===== src/rtl/tune_pkg.sv =====
package tune_pkg;
  typedef enum logic [1:0] {ST_IDLE, ST_WRITE, ST_LOOK, ST_FINISH} tune_state_t;
  localparam int BYTE_W     = 8;
  localparam int CELL_BYTES = 4;
  localparam int CELL_W     = BYTE_W * CELL_BYTES;
endpackage


===== src/rtl/tune_byte_ram.sv =====
module tune_byte_ram #(
  parameter int DEPTH = 256,
  parameter int AW    = 8
) (
  input  logic          clk,
  input  logic          we,
  input  logic [AW-1:0] addr,
  input  logic [7:0]    wdata,
  output logic [7:0]    rdata
);
  logic [7:0] mem [DEPTH];

  // erased store: every byte all ones
  initial begin
    for (int i = 0; i < DEPTH; i++) mem[i] = 8'hFF;
  end

  always_ff @(posedge clk) begin
    if (we) mem[addr] <= wdata;
    rdata <= mem[addr];
  end
endmodule


===== src/rtl/tune_pick.sv =====
module tune_pick #(
  parameter int NUM_ANT = 4,
  parameter int ANT_W   = 2
) (
  input  logic [NUM_ANT-1:0] valid,
  input  logic [ANT_W-1:0]   last,
  output logic               hit,
  output logic [ANT_W-1:0]   sel
);
  always_comb begin
    hit = |valid;
    sel = '0;
    for (int i = NUM_ANT - 1; i >= 0; i--) begin
      if (valid[i]) sel = ANT_W'(i);
    end
    if (valid[last]) sel = last;
  end
endmodule


===== src/rtl/tune_table.sv =====
module tune_table
  import tune_pkg::*;
#(
  parameter int NUM_SEG = 16,
  parameter int NUM_ANT = 4,
  parameter int PAT_W   = 30,
  localparam int SEG_W  = $clog2(NUM_SEG),
  localparam int ANT_W  = $clog2(NUM_ANT)
) (
  input  logic             clk,
  input  logic             rst,
  input  logic             lk_start,
  input  logic [SEG_W-1:0] lk_seg,
  input  logic             wr_start,
  input  logic [SEG_W-1:0] wr_seg,
  input  logic [ANT_W-1:0] wr_ant,
  input  logic [PAT_W-1:0] wr_pattern,
  output logic             busy,
  output logic             lk_done,
  output logic             lk_hit,
  output logic [ANT_W-1:0] lk_ant,
  output logic [PAT_W-1:0] lk_pattern,
  output logic             wr_done
);
  localparam int POS_W     = ANT_W + 2;
  localparam int ROW_STEPS = NUM_ANT * CELL_BYTES;
  localparam int STEP_W    = $clog2(ROW_STEPS + 1);
  localparam int ADDR_W    = SEG_W + POS_W;
  localparam int DEPTH     = NUM_SEG * ROW_STEPS;
  localparam int SPARE_W   = CELL_W - 1 - PAT_W;

  tune_state_t       state;
  logic [STEP_W-1:0] idx;
  logic [SEG_W-1:0]  lseg_q, wseg_q;
  logic [ANT_W-1:0]  want_q, last_q;
  logic [CELL_W-1:0] wword_q;
  logic              pend_q;
  logic [23:0]       acc;
  logic              rd_valid_q;
  logic [POS_W-1:0]  rd_pos_q;
  logic [NUM_ANT-1:0] col_valid;
  logic [PAT_W-1:0]  col_pat [NUM_ANT];

  logic              ram_we;
  logic [ADDR_W-1:0] ram_addr;
  logic [7:0]        ram_wdata, ram_rdata;
  logic [CELL_W-1:0] cur_word;
  logic              pick_hit;
  logic [ANT_W-1:0]  pick_sel;

  assign busy     = (state != ST_IDLE);
  assign cur_word = {ram_rdata, acc};

  always_comb begin
    ram_we    = (state == ST_WRITE);
    ram_wdata = wword_q[idx[1:0]*8 +: 8];
    if (state == ST_WRITE) ram_addr = {wseg_q, want_q, idx[1:0]};
    else                   ram_addr = {lseg_q, idx[POS_W-1:0]};
  end

  tune_byte_ram #(.DEPTH(DEPTH), .AW(ADDR_W)) u_ram (
    .clk(clk), .we(ram_we), .addr(ram_addr), .wdata(ram_wdata), .rdata(ram_rdata)
  );

  tune_pick #(.NUM_ANT(NUM_ANT), .ANT_W(ANT_W)) u_pick (
    .valid(col_valid), .last(last_q), .hit(pick_hit), .sel(pick_sel)
  );

  // read-data tracking and column assembly
  always_ff @(posedge clk) begin
    if (rst) begin
      rd_valid_q <= 1'b0;
      rd_pos_q   <= '0;
      acc        <= '0;
      col_valid  <= '0;
    end else begin
      rd_valid_q <= (state == ST_LOOK) && (idx != STEP_W'(ROW_STEPS));
      rd_pos_q   <= idx[POS_W-1:0];
      if (rd_valid_q) begin
        acc <= {ram_rdata, acc[23:8]};
        if (rd_pos_q[1:0] == 2'd3) begin
          col_valid[rd_pos_q[POS_W-1:2]] <= ~cur_word[CELL_W-1];
          col_pat[rd_pos_q[POS_W-1:2]]   <= cur_word[PAT_W-1:0];
        end
      end
    end
  end

  always_ff @(posedge clk) begin
    if (rst) begin
      state      <= ST_IDLE;
      idx        <= '0;
      pend_q     <= 1'b0;
      last_q     <= '0;
      lseg_q     <= '0;
      wseg_q     <= '0;
      want_q     <= '0;
      wword_q    <= '1;
      lk_done    <= 1'b0;
      wr_done    <= 1'b0;
      lk_hit     <= 1'b0;
      lk_ant     <= '0;
      lk_pattern <= '0;
    end else begin
      lk_done <= 1'b0;
      wr_done <= 1'b0;
      case (state)
        ST_IDLE: begin
          idx <= '0;
          if (wr_start) begin
            wseg_q  <= wr_seg;
            want_q  <= wr_ant;
            wword_q <= {1'b0, {SPARE_W{1'b1}}, wr_pattern};
            pend_q  <= lk_start;
            if (lk_start) lseg_q <= lk_seg;
            state   <= ST_WRITE;
          end else if (lk_start) begin
            lseg_q <= lk_seg;
            state  <= ST_LOOK;
          end
        end
        ST_WRITE: begin
          if (idx == STEP_W'(CELL_BYTES - 1)) begin
            wr_done <= 1'b1;
            last_q  <= want_q;
            idx     <= '0;
            pend_q  <= 1'b0;
            state   <= pend_q ? ST_LOOK : ST_IDLE;
          end else begin
            idx <= idx + 1'b1;
          end
        end
        ST_LOOK: begin
          if (idx == STEP_W'(ROW_STEPS)) state <= ST_FINISH;
          else                           idx   <= idx + 1'b1;
        end
        ST_FINISH: begin
          lk_done    <= 1'b1;
          lk_hit     <= pick_hit;
          lk_ant     <= pick_hit ? pick_sel : '0;
          lk_pattern <= pick_hit ? col_pat[pick_sel] : '0;
          if (pick_hit) last_q <= pick_sel;
          idx   <= '0;
          state <= ST_IDLE;
        end
        default: state <= ST_IDLE;
      endcase
    end
  end
endmodule


===== config.mk =====
export PLATFORM = sky130hd
export DESIGN_NAME = tune_table
export DESIGN_NICKNAME = d
export VERILOG_FILES = /design/src/rtl/tune_pkg.sv /design/src/rtl/tune_byte_ram.sv /design/src/rtl/tune_pick.sv /design/src/rtl/tune_table.sv
export SDC_FILE = /design/constraint.sdc
export NUM_CORES = 2
export LEC_CHECK = 0
export ABC_CLOCK_PERIOD_IN_PS = 11890
export BUFFER_PORTS_ARGS = -buffer_cell sky130_fd_sc_hd__buf_2
export CORE_UTILIZATION = 40
export DETAILED_ROUTE_END_ITERATION = 7
export PLACE_DENSITY_LB_ADDON = 0.08
export REMOVE_ABC_BUFFERS = 1
export SETUP_SLACK_MARGIN = 0.2
export SYNTH_ARGS = -nofsm -noshare
export SYNTH_HDL_FRONTEND = slang
export SYNTH_HIERARCHICAL = 1
export SYNTH_SLANG_ARGS = --single-unit

===== constraint.sdc =====
create_clock -name clk -period 11.89 [get_ports clk]
set_clock_uncertainty 0.05 [all_clocks]
set_input_delay 1.7835 -clock clk [delete_from_list [all_inputs] [get_ports clk]]
set_output_delay 1.7835 -clock clk [all_outputs]
set_load 0.005 [all_outputs]

==> qor.tcl <==
set qor(status) {finished, final reports clean}
set qor(syn-instance-count) 4182
set qor(antenna_found_initial) 8
set qor(report.final.setup_viol) 0
set qor(die_w_microns) 470
set qor(post-dp-hpwl_mm) 133
set qor(detailroute.via_count) 42100
set qor(netlist.area_leader.share) 0.744
set qor(hold_class) {register to register}
set qor(drt-initial-drc-count) 4014
set qor(cts-root-to-sink-buffers) 3
set qor(placement.cell_area_sq_mm) 0.0914
set qor(finalHoldViolCount) 0
set qor(cts.hold.buffers_added) 0
set qor(kind_of_end_point_of_the_critical_path) {register}
set qor(wl_per_cell_microns) 30.9
set qor(placement_rows) 171
set qor(firstDrtPassIters) 5
set qor(io_pins) 80
set qor(r2r_slack_ns) 5.51
set qor(worstSetupPathType) {register to register}
set qor(ys_types) 57
set qor(synth_ff_type) {sky130_fd_sc_hd__edfxtp_1}
set qor(n_fill_cell) 18200
set qor(slew-limit-headroom) 0.160
set qor(cts_sinks) 2295
set qor(cts_max_level) 4
set qor(cts.clk_slew.worst_paths_ns) 0.06
set qor(grt_first_pass_wirelength_mm) 328
set qor(post-cts-setup-buffers) 0
set qor(power_per_cell_area_mw_per_mm2) 183
set qor(setup_ws_ns) 5.51
set qor(commonest_non_fill_non_tap_cells_in_the_layout) {sky130_fd_sc_hd__edfxtp_1 (2168), sky130_fd_sc_hd__mux4_2 (542), sky130_fd_sc_hd__nor2_1 (266)}
set qor(worst_r2r_path_depth) 7
set qor(finalWirelength_mm) 229
set qor(pin_count_of_the_biggest_net_entering_global_routing) 189
set qor(unrepaired_setup_endpoints_after_global_routing) {no}
set qor(via_count_of_the_first_global_routing_pass) 43200
set qor(tightestPinTransition_ns) 1.24
set qor(design.final.nets) 4391
set qor(die_area_sq_mm) 0.221
set qor(post-route-util) 0.456
set qor(cts-buffers-inserted) 237
set qor(io_buffer_count) 79
set qor(initial_utilization) 0.403
set qor(critical_path.max_fanout) 43
set qor(synth_area_sq_mm) 0.0875
set qor(final.period_utilization) 0.537
set qor(areaGrowthSynthToFinish_pct) 13.2
set qor(timing.critical_path.from_type) {register}
set qor(hold_end) {wseg_q[3]}
set qor(detail_route.drc_violations) 0
set qor(die_h_microns) 470
set qor(worstHoldPathCells) 2
set qor(max-cap-violations) 0
set qor(tritoncts) {done}
set qor(ctsRootBufferMaster) {sky130_fd_sc_hd__clkbuf_16}
set qor(gp_congestion) 0.776
set qor(synth_area_leader_cell) {sky130_fd_sc_hd__edfxtp_1}
set qor(setup_total_negative_slack_ns) 0
set qor(yosys_register_bits) 2295
set qor(core-area_sq_mm) 0.217
set qor(worst_r2r_endpoint) {u_ram/mem[21][6]}
set qor(final-max-slew-violation-count) 0
set qor(final_area_sq_mm) 0.0990
set qor(via_per_inst) 5.68
set qor(worst_ir_drop_vdd_uv) 153
set qor(dp.cells) 6960
set qor(regToRegStartpoint) {state[1]}
set qor(synthArstFlopShare) 0
set qor(clkLatencyLatePin_ns) 0.85
set qor(hold_path.startpoint) {wseg_q[3]}
set qor(most_common_cell_after_layout_fill_and_taps_aside) {sky130_fd_sc_hd__edfxtp_1}
set qor(ys_warn_count) 6
set qor(power.leakage_nw) 29.6
set qor(worst_slack_at_placement_ns) 5.64
set qor(grt-ovfl-total) 0
set qor(grt_util_all_layers) 0.207
set qor(period_minus_slack_ns) 6.38
set qor(cts.repair.resized) 0
set qor(critPathRequiredTime_ns) 12.30
set qor(synth_seq_area_share) 0.773
set qor(synth.area.top_cells) {sky130_fd_sc_hd__edfxtp_1 (74%), sky130_fd_sc_hd__mux4_2 (14%), sky130_fd_sc_hd__dfxtp_1 (2.9%), sky130_fd_sc_hd__a22oi_1 (2.2%), sky130_fd_sc_hd__nor2_1 (1.1%)}
set qor(max_fclk_mhz) 157
set qor(layout-drive-gt1-share) 0.250
set qor(synthesis.area_per_instance_sq_um) 20.9
set qor(arrival_ns) 6.79
set qor(antenna_left) 0
set qor(synth_edf_count) 2168
set qor(post_layout_nonfiller_instances) 7402
worst max-delay path: stages, from the launching register on:
cell	delay [ns]
sky130_fd_sc_hd__dfxtp_1	0.68
sky130_fd_sc_hd__nand2b_1	0.38
sky130_fd_sc_hd__inv_2	0.36
sky130_fd_sc_hd__o21ai_0	0.99
sky130_fd_sc_hd__nor2b_4	1.03
sky130_fd_sc_hd__buf_4	0.65
sky130_fd_sc_hd__nand2_2	0.82
sky130_fd_sc_hd__nor2_1	0.86
kinds of logic (layout without fill, tap and decap cells):
group	after synthesis	in the layout	share of synthesized area
xor+xnor	2	2	0.000200
other cells	0	4	0
flops	2295	2295	0.773
buf+inv	284	646	0.0153
mux	582	582	0.145
fa+ha+maj	2	2	0.000286
compound gates	488	488	0.0388
simple gates	529	529	0.0270
area by class of cell:
cell class              count  area, sq um  share of cell area
clock buffers             309         6360              0.0643
inverters                   9         33.8            0.000341
repair buffers            199         1410              0.0143
diodes                      4         10.0            0.000101
well taps                2854         3570              0.0361
clock inverters           129         1240              0.0125
flip-flops and latches   2295        67700               0.683
multi-input cells        1603        18700               0.189
how the worst max path moves through the flow:
stage                        endpoint  cells past startpoint      from  slack, ns
global route         u_ram/mem[21][6]                      7  state[1]       5.24
floorplan             u_ram/mem[0][6]                      2    idx[0]     -19.71
detailed placement  u_ram/mem[133][3]                      7  state[1]       5.64
global placement       u_ram/rdata[5]                     11  state[1]       5.58
CTS                  u_ram/mem[21][6]                      7  state[1]       5.58
finish               u_ram/mem[21][6]                      7  state[1]       5.51
stage by stage:
stage          total power [W]  hold WS [ns]
2_1_floorplan           0.0110         0.371
3_3_place_gp            0.0110         0.380
3_5_place_dp            0.0110         0.397
4_1_cts                 0.0183         0.410
5_1_grt                 0.0187         0.430
6_report                0.0181         0.411
flip-flops by register name, summed over array words and instances (netlist names):
signal / count
wr_done: 1
lk_done: 1
col_pat: 120
lk_hit: 1
col_valid: 4
acc: 24
lk_ant: 2
idx: 5
lk_pattern: 30
u_ram/rdata: 8
last_q: 2
u_ram/mem: 2048
pend_q: 1
wseg_q: 4
want_q: 2
wword_q: 31
rd_pos_q: 4
state: 2
rd_valid_q: 1
lseg_q: 4
report_power, final:
part	leakage [nW]	total, W	switching, W	internal (W)
sequential	20.2	0.00925	0.0000748	0.00917
clock	3.70	0.00728	0.00308	0.00420
combinational	5.67	0.00156	0.00106	0.000500
total	29.6	0.0181	0.00421	0.0139
synthesized netlist by cell type (4+ instances only):
cell,count
sky130_fd_sc_hd__nor2_1,267
sky130_fd_sc_hd__nor4_1,4
sky130_fd_sc_hd__dfxtp_1,127
sky130_fd_sc_hd__nand2_1,123
sky130_fd_sc_hd__clkbuf_1,160
sky130_fd_sc_hd__nor3_1,35
sky130_fd_sc_hd__nor2b_1,9
sky130_fd_sc_hd__nand3_1,16
sky130_fd_sc_hd__buf_1,25
sky130_fd_sc_hd__a21oi_1,147
sky130_fd_sc_hd__buf_6,19
sky130_fd_sc_hd__buf_4,18
sky130_fd_sc_hd__nand4_1,12
sky130_fd_sc_hd__edfxtp_1,2168
sky130_fd_sc_hd__mux4_2,549
sky130_fd_sc_hd__nand3b_1,30
sky130_fd_sc_hd__mux2i_1,32
sky130_fd_sc_hd__a211oi_1,4
sky130_fd_sc_hd__nand2b_1,10
sky130_fd_sc_hd__buf_2,53
sky130_fd_sc_hd__a22oi_1,257
sky130_fd_sc_hd__a22o_1,30
sky130_fd_sc_hd__o41ai_1,32
sky130_fd_sc_hd__inv_1,8
layer usage:
layer	routed length, microns	GRT usage	up-vias
li1	-	-	17800
met1	102000	0.298	22800
met2	110000	0.329	1163
met3	11200	0.0313	314
met4	5730	0.0548	4
met5	25	0	-
No activity file was read; power rests on OpenSTA's default activity.
